**src/rtl/fbf_pkg.sv**
```systemverilog
// Shared types for the widest free-band run detector.
// Assumes two run trackers, so the scan state names one of them or neither.
package fbf_pkg;

    typedef enum logic [1:0] {
        ST_SEARCH = 2'd0,
        ST_FILL_A = 2'd1,
        ST_FILL_B = 2'd2
    } scan_state_e;

    localparam int NUM_RUNS = 2;

endpackage

```
**src/rtl/fbf_bin_compare.sv**
```systemverilog
// Classifies one bin word as low power (strictly below the threshold).
// Assumes both operands are unsigned; equality counts as high power.
module fbf_bin_compare #(
    parameter int DATA_W = 32
) (
    input  logic [DATA_W-1:0] bin,
    input  logic [DATA_W-1:0] limit,
    output logic              is_low
);

    // Unsigned strict comparison against the threshold.
    always_comb begin
        is_low = (bin < limit);
    end

endmodule

```
**src/rtl/fbf_run_ctrl.sv**
```systemverilog
// Scan controller: tracks which tracker is filling and the bin index.
// Issues fire-qualified load/increment strobes and a frame-end clear.
// Assumes frames never exceed FRAME_LEN beats.
module fbf_run_ctrl
    import fbf_pkg::*;
#(
    parameter int FRAME_LEN = 1024,
    localparam int IDX_W  = $clog2(FRAME_LEN),
    localparam int SIZE_W = $clog2(FRAME_LEN + 1)
) (
    input  logic                clk,
    input  logic                rst_n,
    input  logic                fire,
    input  logic                last,
    input  logic                low,
    input  logic [SIZE_W-1:0]   size_a,
    input  logic [SIZE_W-1:0]   size_b,
    output logic [NUM_RUNS-1:0] load,
    output logic [NUM_RUNS-1:0] inc,
    output logic                clear,
    output logic [IDX_W-1:0]    idx_q,
    output scan_state_e         state_q
);

    scan_state_e state_d;
    logic        pick_a;

    // Tracker to recycle: the smaller one, tracker 1 on a tie.
    always_comb begin
        pick_a = (size_a <= size_b);
    end

    // Next state and tracker strobes for the current beat.
    always_comb begin
        load    = '0;
        inc     = '0;
        state_d = state_q;
        if (fire) begin
            if (low) begin
                unique case (state_q)
                    ST_SEARCH: begin
                        if (pick_a) begin
                            load[0] = 1'b1;
                            state_d = ST_FILL_A;
                        end else begin
                            load[1] = 1'b1;
                            state_d = ST_FILL_B;
                        end
                    end
                    ST_FILL_A: inc[0] = 1'b1;
                    ST_FILL_B: inc[1] = 1'b1;
                    default:   state_d = ST_SEARCH;
                endcase
            end else begin
                state_d = ST_SEARCH;
            end
            if (last) begin
                state_d = ST_SEARCH;
            end
        end
    end

    // Frame-end clear strobe.
    always_comb begin
        clear = fire && last;
    end

    // State register, returned to search on reset.
    always_ff @(posedge clk) begin
        if (!rst_n) begin
            state_q <= ST_SEARCH;
        end else begin
            state_q <= state_d;
        end
    end

    // Bin index: advances per consumed beat, zeroed at frame end.
    always_ff @(posedge clk) begin
        if (!rst_n) begin
            idx_q <= '0;
        end else if (fire) begin
            idx_q <= last ? '0 : idx_q + 1'b1;
        end
    end

endmodule

```
**src/rtl/fbf_run_slot.sv**
```systemverilog
// One run tracker: a start index and a run size.
// Exposes its next value so the frame-end bin can be folded in the same cycle.
// Assumes load and inc are never high together.
module fbf_run_slot #(
    parameter int FRAME_LEN = 1024,
    localparam int IDX_W  = $clog2(FRAME_LEN),
    localparam int SIZE_W = $clog2(FRAME_LEN + 1)
) (
    input  logic              clk,
    input  logic              rst_n,
    input  logic              load,
    input  logic              inc,
    input  logic              clear,
    input  logic [IDX_W-1:0]  idx,
    output logic [SIZE_W-1:0] cur_size,
    output logic [IDX_W-1:0]  nxt_start,
    output logic [SIZE_W-1:0] nxt_size
);

    logic [IDX_W-1:0] cur_start;

    // Value after this beat: new run, extended run or unchanged.
    always_comb begin
        nxt_start = cur_start;
        nxt_size  = cur_size;
        if (load) begin
            nxt_start = idx;
            nxt_size  = SIZE_W'(1);
        end else if (inc) begin
            nxt_size  = cur_size + 1'b1;
        end
    end

    // Tracker storage, emptied at frame end and on reset.
    always_ff @(posedge clk) begin
        if (!rst_n || clear) begin
            cur_start <= '0;
            cur_size  <= '0;
        end else begin
            cur_start <= nxt_start;
            cur_size  <= nxt_size;
        end
    end

endmodule

```
**src/rtl/fbf_result_reg.sv**
```systemverilog
// Picks the larger tracker at frame end and holds it for the result sender.
// Assumes take is high only on the consumed frame-end beat.
module fbf_result_reg #(
    parameter int FRAME_LEN = 1024,
    localparam int IDX_W  = $clog2(FRAME_LEN),
    localparam int SIZE_W = $clog2(FRAME_LEN + 1)
) (
    input  logic              clk,
    input  logic              rst_n,
    input  logic              take,
    input  logic [IDX_W-1:0]  start_a,
    input  logic [SIZE_W-1:0] size_a,
    input  logic [IDX_W-1:0]  start_b,
    input  logic [SIZE_W-1:0] size_b,
    output logic [IDX_W-1:0]  res_start,
    output logic [SIZE_W-1:0] res_size,
    output logic              res_send
);

    logic              use_b;
    logic [IDX_W-1:0]  win_start;
    logic [SIZE_W-1:0] win_size;

    // Larger run wins, tracker 1 on equal sizes.
    always_comb begin
        use_b     = (size_b > size_a);
        win_start = use_b ? start_b : start_a;
        win_size  = use_b ? size_b  : size_a;
    end

    // Send register, loaded only at frame end.
    always_ff @(posedge clk) begin
        if (!rst_n) begin
            res_start <= '0;
            res_size  <= '0;
        end else if (take) begin
            res_start <= win_start;
            res_size  <= win_size;
        end
    end

    // One-cycle start pulse for the sender.
    always_ff @(posedge clk) begin
        if (!rst_n) begin
            res_send <= 1'b0;
        end else begin
            res_send <= take;
        end
    end

endmodule

```
**src/rtl/free_band_finder.sv**
```systemverilog
// Widest free-band run detector: streams bins through unchanged and reports
// the longest run of bins below the threshold at each frame end.
// Assumes thresh is stable across a frame and frames end with s_last.
module free_band_finder
    import fbf_pkg::*;
#(
    parameter int DATA_W    = 32,
    parameter int FRAME_LEN = 1024,
    localparam int IDX_W  = $clog2(FRAME_LEN),
    localparam int SIZE_W = $clog2(FRAME_LEN + 1)
) (
    input  logic              clk,
    input  logic              rst_n,
    input  logic [DATA_W-1:0] thresh,
    input  logic [DATA_W-1:0] s_data,
    input  logic              s_valid,
    input  logic              s_last,
    output logic              s_ready,
    output logic [DATA_W-1:0] m_data,
    output logic              m_valid,
    output logic              m_last,
    input  logic              m_ready,
    output logic [IDX_W-1:0]  res_start,
    output logic [SIZE_W-1:0] res_size,
    output logic              res_send
);

    logic                fire;
    logic                low;
    logic                clear;
    logic [NUM_RUNS-1:0] load;
    logic [NUM_RUNS-1:0] inc;
    logic [IDX_W-1:0]    idx_q;
    scan_state_e         state_q;
    logic [SIZE_W-1:0]   cur_size  [NUM_RUNS];
    logic [IDX_W-1:0]    nxt_start [NUM_RUNS];
    logic [SIZE_W-1:0]   nxt_size  [NUM_RUNS];

    // Wire-only pass-through of the bin stream.
    always_comb begin
        m_data  = s_data;
        m_valid = s_valid;
        m_last  = s_last;
        s_ready = m_ready;
        fire    = s_valid && m_ready;
    end

    fbf_bin_compare #(.DATA_W(DATA_W)) u_cmp (
        .bin    (s_data),
        .limit  (thresh),
        .is_low (low)
    );

    fbf_run_ctrl #(.FRAME_LEN(FRAME_LEN)) u_ctrl (
        .clk     (clk),
        .rst_n   (rst_n),
        .fire    (fire),
        .last    (s_last),
        .low     (low),
        .size_a  (cur_size[0]),
        .size_b  (cur_size[1]),
        .load    (load),
        .inc     (inc),
        .clear   (clear),
        .idx_q   (idx_q),
        .state_q (state_q)
    );

    for (genvar g = 0; g < NUM_RUNS; g++) begin : g_slot
        fbf_run_slot #(.FRAME_LEN(FRAME_LEN)) u_slot (
            .clk       (clk),
            .rst_n     (rst_n),
            .load      (load[g]),
            .inc       (inc[g]),
            .clear     (clear),
            .idx       (idx_q),
            .cur_size  (cur_size[g]),
            .nxt_start (nxt_start[g]),
            .nxt_size  (nxt_size[g])
        );
    end

    fbf_result_reg #(.FRAME_LEN(FRAME_LEN)) u_res (
        .clk       (clk),
        .rst_n     (rst_n),
        .take      (clear),
        .start_a   (nxt_start[0]),
        .size_a    (nxt_size[0]),
        .start_b   (nxt_start[1]),
        .size_b    (nxt_size[1]),
        .res_start (res_start),
        .res_size  (res_size),
        .res_send  (res_send)
    );

endmodule

```
**config.mk**
```make
export PLATFORM = sky130hd
export DESIGN_NAME = free_band_finder
export DESIGN_NICKNAME = d
export VERILOG_FILES = /design/src/rtl/fbf_pkg.sv /design/src/rtl/fbf_bin_compare.sv /design/src/rtl/fbf_run_ctrl.sv /design/src/rtl/fbf_run_slot.sv /design/src/rtl/fbf_result_reg.sv /design/src/rtl/free_band_finder.sv
export SDC_FILE = /design/constraint.sdc
export NUM_CORES = 1
export LEC_CHECK = 0
export ABC_AREA = 1
export BUFFER_PORTS_ARGS = -buffer_cell sky130_fd_sc_hd__buf_2
export CELL_PAD_IN_SITES_DETAIL_PLACEMENT = 1
export CELL_PAD_IN_SITES_GLOBAL_PLACEMENT = 1
export CORE_AREA = 2 2 124 126
export CTS_CLUSTER_SIZE = 20
export DETAILED_ROUTE_END_ITERATION = 16
export DIE_AREA = 0 0 126 128
export HOLD_SLACK_MARGIN = 0.12
export PLACE_DENSITY_LB_ADDON = 0.1
export SLEW_MARGIN = 10
export SYNTH_ARGS = -nofsm -noshare
export SYNTH_HDL_FRONTEND = slang
export SYNTH_HIERARCHICAL = 1
export SYNTH_SLANG_ARGS = --single-unit
```
**constraint.sdc**
```tcl
create_clock -name clk -period 4.14 [get_ports clk]
set_input_delay 0.414 -clock clk [delete_from_list [all_inputs] [get_ports clk]]
set_output_delay 0.414 -clock clk [all_outputs]
set_load 0.02 [all_outputs]
```
==> summary.txt, run 1 <==
Synth Flop Type: dfxtp_1
Crit. End Element: flip-flop
Vias: 5365
Dpl ws: -0.1391 ns
Post-CTS Setup Bufs: 0
RSZ-0062 raised after global routing: no
Tcrit/Tclk final: 0.9023
Internal power: 1456 uW
Final Hold Viols: 0
CP required: 4.33 ns
Non-Filler Cell Area, Final: 6414 um^2
Vias in the first global route: 5599
CP peak stage delay: 0.30 ns
Htree depth: 3
Lkg Pwr: 0.003309 uW
Final Wtd Congestion: 0.8347
Post-DP HPWL: 12230 um
Clock latency on the worst-skew pair: 0.34 ns
#FFs+latches synth: 76
Die Span Y: 128 um
# IOs: 126
Max Slew Vio Count: 0
Tightest Pin Transition: 0.9170 ns
Setup WS post-layout: 0.4044 ns
Die X: 126 um
Pwr Density: 312.3 nW/um^2
Final WL: 14990 um
Combinational share of power: 0.169
CP startpoint: s_data[27]
Hold path cells: 3
Crit path top cell by count: nand2_1
Starting Density: 0.3725
Share of cells above drive strength 1: 0.2011
Root buffer cell: clkbuf_16
Post-synth EDFFs: 0
Bufs on Longest Clock Path: 2
Vias per cell: 4.799
Hold Crit Start: rst_n
Class of the worst hold path: primary input to flip-flop
Initial antenna violation count: 0
Seq/Total Area, Yosys: 0.2748
Max-cap viol count: 0
Syn Inst Count: 840
Post-Syn Area: 5537 um^2
Area Growth Syn to Fin: 15.84%
FP Rows: 45
Most used standard cell by instance count after synthesis: nand2_1
Crit-path slowest cell: ha_1
Clock skew: 0.008630 ns
Initial DRT Pass Iterations: 4
Netlist cell types: 30
Filler cell count in the final layout: 1977
Cts bufs inserted: 9
Port bufs: 125
First-pass GRT wire length: 25320 um
Sw frac: 0.2730
Psw: 546.9 uW
Largest cells by area after synthesis: dfxtp_1 27%, nand2_1 16%, ha_1 13%
Post-synth top area cell: dfxtp_1
CTS tree: built
Top cells by count, synth: 229 x nand2_1, 152 x inv_1, 76 x a21oi_1, 76 x dfxtp_1, 63 x nand3_1
Starting DRT DRC Count: 167
Grt total ovfl: 0
Register clock-pin slew on the reported worst setup and hold paths: 0.06 ns
Nets: 1053
Die area: 16130 um^2
Syn Area/Cell: 6.591 um^2
Status: complete, no violations
Core ar.: 14860 um^2
Setup crit start kind: primary input
CP Data Arrival Time: 3.93 ns
Largest net degree at the start of global routing: 27
Synth top area share: 0.2748
Clock network power share: 0.458
Worst Path Max Fanout: 16
WL/cell: 13.41 um
ANT nets after route: 0
GRT Util Overall: 0.1909
Final setup fails: 0
Antenna Cells: 0
Worst r2r src: g_slot[1].u_slot/cur_size[8]
Syn nets: 968
Max_slew headroom: 0.3886
Clock sink count: 76
Reg2Reg Depth: 24
Syn. warnings: 6
Reg power frac: 0.373
WS Path Type: primary input to flip-flop
Max Clk Rate: 267.7 MHz
Async S/R FF share, synth: 0
Final Critical Period: 3.736 ns
Peak VDD IR: 0.0002053 V
Placed standard-cell area: 6053 um^2
DRC: 0
## layer usage
metal | part of all wire | track usage
met1 | 0.42 | 0.2120
met2 | 0.54 | 0.3725
met3 | 0.022 | 0.03005
met4 | 0.018 | 0.05559
met5 | 0 | 0
## kinds of logic (layout without fill, tap and decap cells)
kind of cell               count (synthesis)  after routing  share of synthesized area
adders and majority gates                 59             59                     0.1333
DFF                                       76             76                     0.2748
and+or+nand+nor                          400            400                     0.3295
buffers and inverters                    214            304                     0.1783
AOI/OAI and AO/OA                         91             91                    0.08407
## cell usage in the layout (no fill, tap or decap)
cell type  instances
nand2_1          229
inv_1            152
buf_2            125
a21oi_1           76
dfxtp_1           76
nand3_1           63
ha_1              59
nor2_1            47
nor3_1            11
o21ai_0           10
clkbuf_16          9
nand3_2            8
nor2_2             8
nor2_4             7
nor4_1             6
buf_4              6
nor3_2             5
inv_2              4
nand4_1            4
nand3b_1           4
bufinv_16          3
inv_6              2
or2_1              2
a21oi_2            2
o21ai_1            2
nand2_4            2
clkinv_2           1
clkinv_4           1
and3_1             1
o21a_1             1
nand3_4            1
nand2_2            1
nor3_4             1
buf_6              1
## what timing repair did
| action | CTS | global route |
|---|---|---|
| hold buffers | 0 | 0 |
| resized for setup | 0 | 4 |
| endpoints found under the setup margin | 0 | 21 |
## metrics by stage
stage	setup TNS [ns]	instances	total power [uW]	utilization	hold WS (ns)
2_1_floorplan	0	840	1018	-	0.4463
3_3_place_gp	0	1102	1090	0.4072	0.4547
3_5_place_dp	-2.147	1102	1102	0.4072	0.4627
4_1_cts	0	1118	2024	0.4306	0.3737
5_1_grt	0	1118	2107	0.4315	0.3793
6_report	0	1118	2003	0.4315	0.3727
## cell type report
cell class / count / area (um^2) / area share
multi-input combinational: 550 / 3043 / 0.4744
tap: 188 / 235.2 / 0.03668
sequential: 76 / 1521 / 0.2372
clock buffer: 9 / 225.2 / 0.03512
inverter: 156 / 585.6 / 0.09130
timing repair buffer: 132 / 681.9 / 0.1063
clock inverter: 7 / 121.4 / 0.01892
## worst max-delay path, delay by kind of cell
kind	cells	cell delay, ns
and+or+nand+nor	17	1.86
adders and majority gates	2	0.60
buffers and inverters	5	0.51
AOI/OAI and AO/OA	4	0.51
## path summary, 6_finish.rpt
check                             to  slack [ns]
hold reg to reg    u_res/res_size[4]        0.47
setup / recovery  u_res/res_start[8]        0.40
setup reg to reg  u_res/res_start[8]        0.50
hold / removal        u_res/res_send        0.37
## power groups by stage
stage / Sequential (uW) / Combinational, uW / Clock [uW]
final: 747 / 339 / 916
after global routing: 748 / 387 / 972
after CTS: 747 / 340 / 937
after detailed placement: 764 / 339 / 0
after global placement: 763 / 327 / 0
after floorplan: 771 / 248 / 0
## flip-flops by register name, summed over array words and instances, names as in the netlist
name / flops
g_slot.u_slot/cur_start: 20
u_ctrl/state_q: 2
u_res/res_size: 11
u_res/res_send: 1
g_slot.u_slot/cur_size: 22
u_res/res_start: 10
u_ctrl/idx_q: 10
Note: power is estimated with default switching activity, not from simulation.
==> run 2, diff against run 1 <==
--- a/config.mk
+++ b/config.mk
@@ -14,6 +14,7 @@
 export DETAILED_ROUTE_END_ITERATION = 16
 export DIE_AREA = 0 0 126 128
-export HOLD_SLACK_MARGIN = 0.12
+export HOLD_SLACK_MARGIN = 0.06
 export PLACE_DENSITY_LB_ADDON = 0.1
+export SETUP_SLACK_MARGIN = 0.5
 export SLEW_MARGIN = 10
 export SYNTH_ARGS = -nofsm -noshare
==> constraint.sdc (replaced) <==
create_clock -name clk -period 4.14 [get_ports clk]
set_input_delay 0.828 -clock clk [delete_from_list [all_inputs] [get_ports clk]]
set_output_delay 0.828 -clock clk [all_outputs]
set_load 0.02 [all_outputs]
==> run 2 against run 1 <==
Setup slack worse by 0.21 ns. Fmax is 5.3% lower. Register-to-register slack hardly changed. Sequential power hardly changed. Routed wire length is 17% higher. Largest power group unchanged. Global-route usage is 1.1 points higher. Core utilization is 8.2 points higher. Hold slack better by 0.091 ns.
==> summary.txt, run 2 (synthesized netlist as in run 1, its figures left out) <==
RSZ-0062 raised after global routing: yes
GRT Util Overall: 0.2021 (+0.01113)
Regs by FF count: g_slot.u_slot/cur_size (22), g_slot.u_slot/cur_start (20), u_res/res_size (11)
Class of the worst hold path: flip-flop to flip-flop
ANT nets after route: 0 (unchanged)
CP peak stage delay: 0.26 ns (-0.04 ns)
Clock latency on the worst-skew pair: 0.33 ns (about the same)
Vias in the first global route: 5945 (+6.2%)
Final Critical Period: 3.946 ns (+0.2107 ns)
Top reg by flops: g_slot.u_slot/cur_size
Max Clk Rate: 253.4 MHz (-5.3%)
Clock sink count: 76 (unchanged)
Largest net degree at the start of global routing: 27 (unchanged)
WS Path Type: primary input to flip-flop
Total Power: 2071 uW (+3.4%)
Starting DRT DRC Count: 165 (-1.2%)
Most common cell after layout, fill and taps aside: nand2_1
Max reg flops: 22 (unchanged)
WL/cell: 14.93 um (+11%)
Root buffer cell: clkbuf_16
Port bufs: 125 (unchanged)
Status: complete, no violations
Initial DRT Pass Iterations: 4 (unchanged)
Area Growth Syn to Fin: 37.79%
Post-DP HPWL: 12830 um (+5.0%)
Peak VDD IR: 0.0002308 V (+12%)
Crit. End Element: flip-flop
Vias: 5702 (+6.3%)
Starting Density: 0.3725 (unchanged)
Setup crit start kind: primary input
First-pass GRT wire length: 26780 um (+5.8%)
Antenna Cells: 0 (unchanged)
Vias per cell: 4.869 (+1.5%)
Max Slew Vio Count: 0 (unchanged)
Bufs on Longest Clock Path: 2 (unchanged)
Max-cap viol count: 0 (unchanged)
Core ar.: 14860 um^2 (unchanged)
Die Span Y: 128 um (unchanged)
Nets: 1107 (+5.1%)
Grt total ovfl: 0 (unchanged)
Register clock-pin slew on the reported worst setup and hold paths: 0.06 ns (about the same)
Tightest Pin Transition: 0.9942 ns (+0.07717 ns)
Hold Buf Count CTS: 0 (unchanged)
Max_slew headroom: 0.3372 (-0.05145)
Tcrit/Tclk final: 0.9532 (+0.05090)
Die area: 16130 um^2 (unchanged)
Most frequent cells in the layout: 203 x nand2_1, 125 x inv_1, 118 x buf_2
CTS tree: built
Htree depth: 3 (unchanged)
Placed standard-cell area: 6534 um^2 (+7.9%)
Lkg Pwr: 0.003614 uW (+9.2%)
Crit-path slowest cell: ha_4
Final Wtd Congestion: 0.8021 (-3.9%)
CP Data Arrival Time: 4.12 ns (+0.19 ns)
Final WL: 17480 um (+17%)
Share of cells above drive strength 1: 0.3672 (+0.1662)
# IOs: 126 (unchanged)
Worst Path Max Fanout: 7 (-9)
Final Hold Viols: 0 (unchanged)
Crit path top cell by count: nand2_2
CP required: 4.32 ns (about the same)
Initial antenna violation count: 0 (unchanged)
Pwr Density: 271.5 nW/um^2 (-13%)
Die X: 126 um (unchanged)
Cts bufs inserted: 9 (unchanged)
Non-Filler Cell Area, Final: 7629 um^2 (+19%)
Final setup fails: 0 (unchanged)
FP Rows: 45 (unchanged)
DRC: 0 (unchanged)
Clock skew: 0.005331 ns (-0.003299 ns)
-- run 2: cell count changes in the layout (fill, tap and decap cells not counted), sizes merged --
cell,change
buf,+50
clkbuf,+6
inv,-3
bufinv,-2
clkinvlp,+2
-- run 2: final timing paths --
kind | from | end | slack [ns] | cells past startpoint
max | thresh[9] | u_res/res_size[8] | 0.19 | 29
min | u_res/res_size[9] | u_res/res_size[9] | 0.46 | 2
max reg2reg | g_slot[1].u_slot/cur_size[8] | u_res/res_size[8] | 0.49 | 26
min reg2reg | u_res/res_size[9] | u_res/res_size[9] | 0.46 | 2
-- run 2: cell type report --
type / instances / area (um^2)
fill: 1886 / 7236
inverter: 156 / 605.6
multi-input combinational: 550 / 3696
tap: 188 / 235.2
clock inverter: 4 / 50.05
clock buffer: 11 / 242.7
timing repair buffer: 186 / 1277
sequential: 76 / 1521
-- run 2: worst max-delay path: cells and delay by family --
family | cells | cell delay, ns
AOI/OAI and AO/OA | 5 | 0.64
adders and majority gates | 2 | 0.46
buffers and inverters | 7 | 0.81
and+or+nand+nor | 15 | 1.38
-- run 2: repair_timing --
action,CTS,global route
setup endpoints to repair,21,21
resized for setup,31,92
gates cloned,0,6
pin swaps,16,35
setup buffers,13,8
-- run 2: metrics by stage --
step                      std cells    util  hold slack, ns  setup TNS [ns]  setup WS, ns
final                          1171  0.5132          0.4638               0        0.1937
after detailed placement       1129  0.4396          0.4555          -3.488       -0.2018
after CTS                      1157  0.4765          0.4640               0        0.3050
after global routing           1171  0.5132          0.4885        -0.01318      -0.01318
after floorplan                 840       -          0.4462               0        0.5020
after global placement         1129  0.4396          0.4531         -0.8136      -0.07023
-- run 2: layer usage --
layer	part of all wire	track usage	up-vias
met3	0.019	0.03255	19
met5	0	0	-
met4	0.016	0.05688	0
li1	-	-	2883
met2	0.55	0.3975	54
met1	0.42	0.2221	2746
-- run 2: where the power goes --
part	internal (uW)	switching (uW)	total (uW)	leakage, uW
combinational	236	298	534	0.00286
sequential	741	7.07	748	0.000613
clock	479	310	789	0.000138
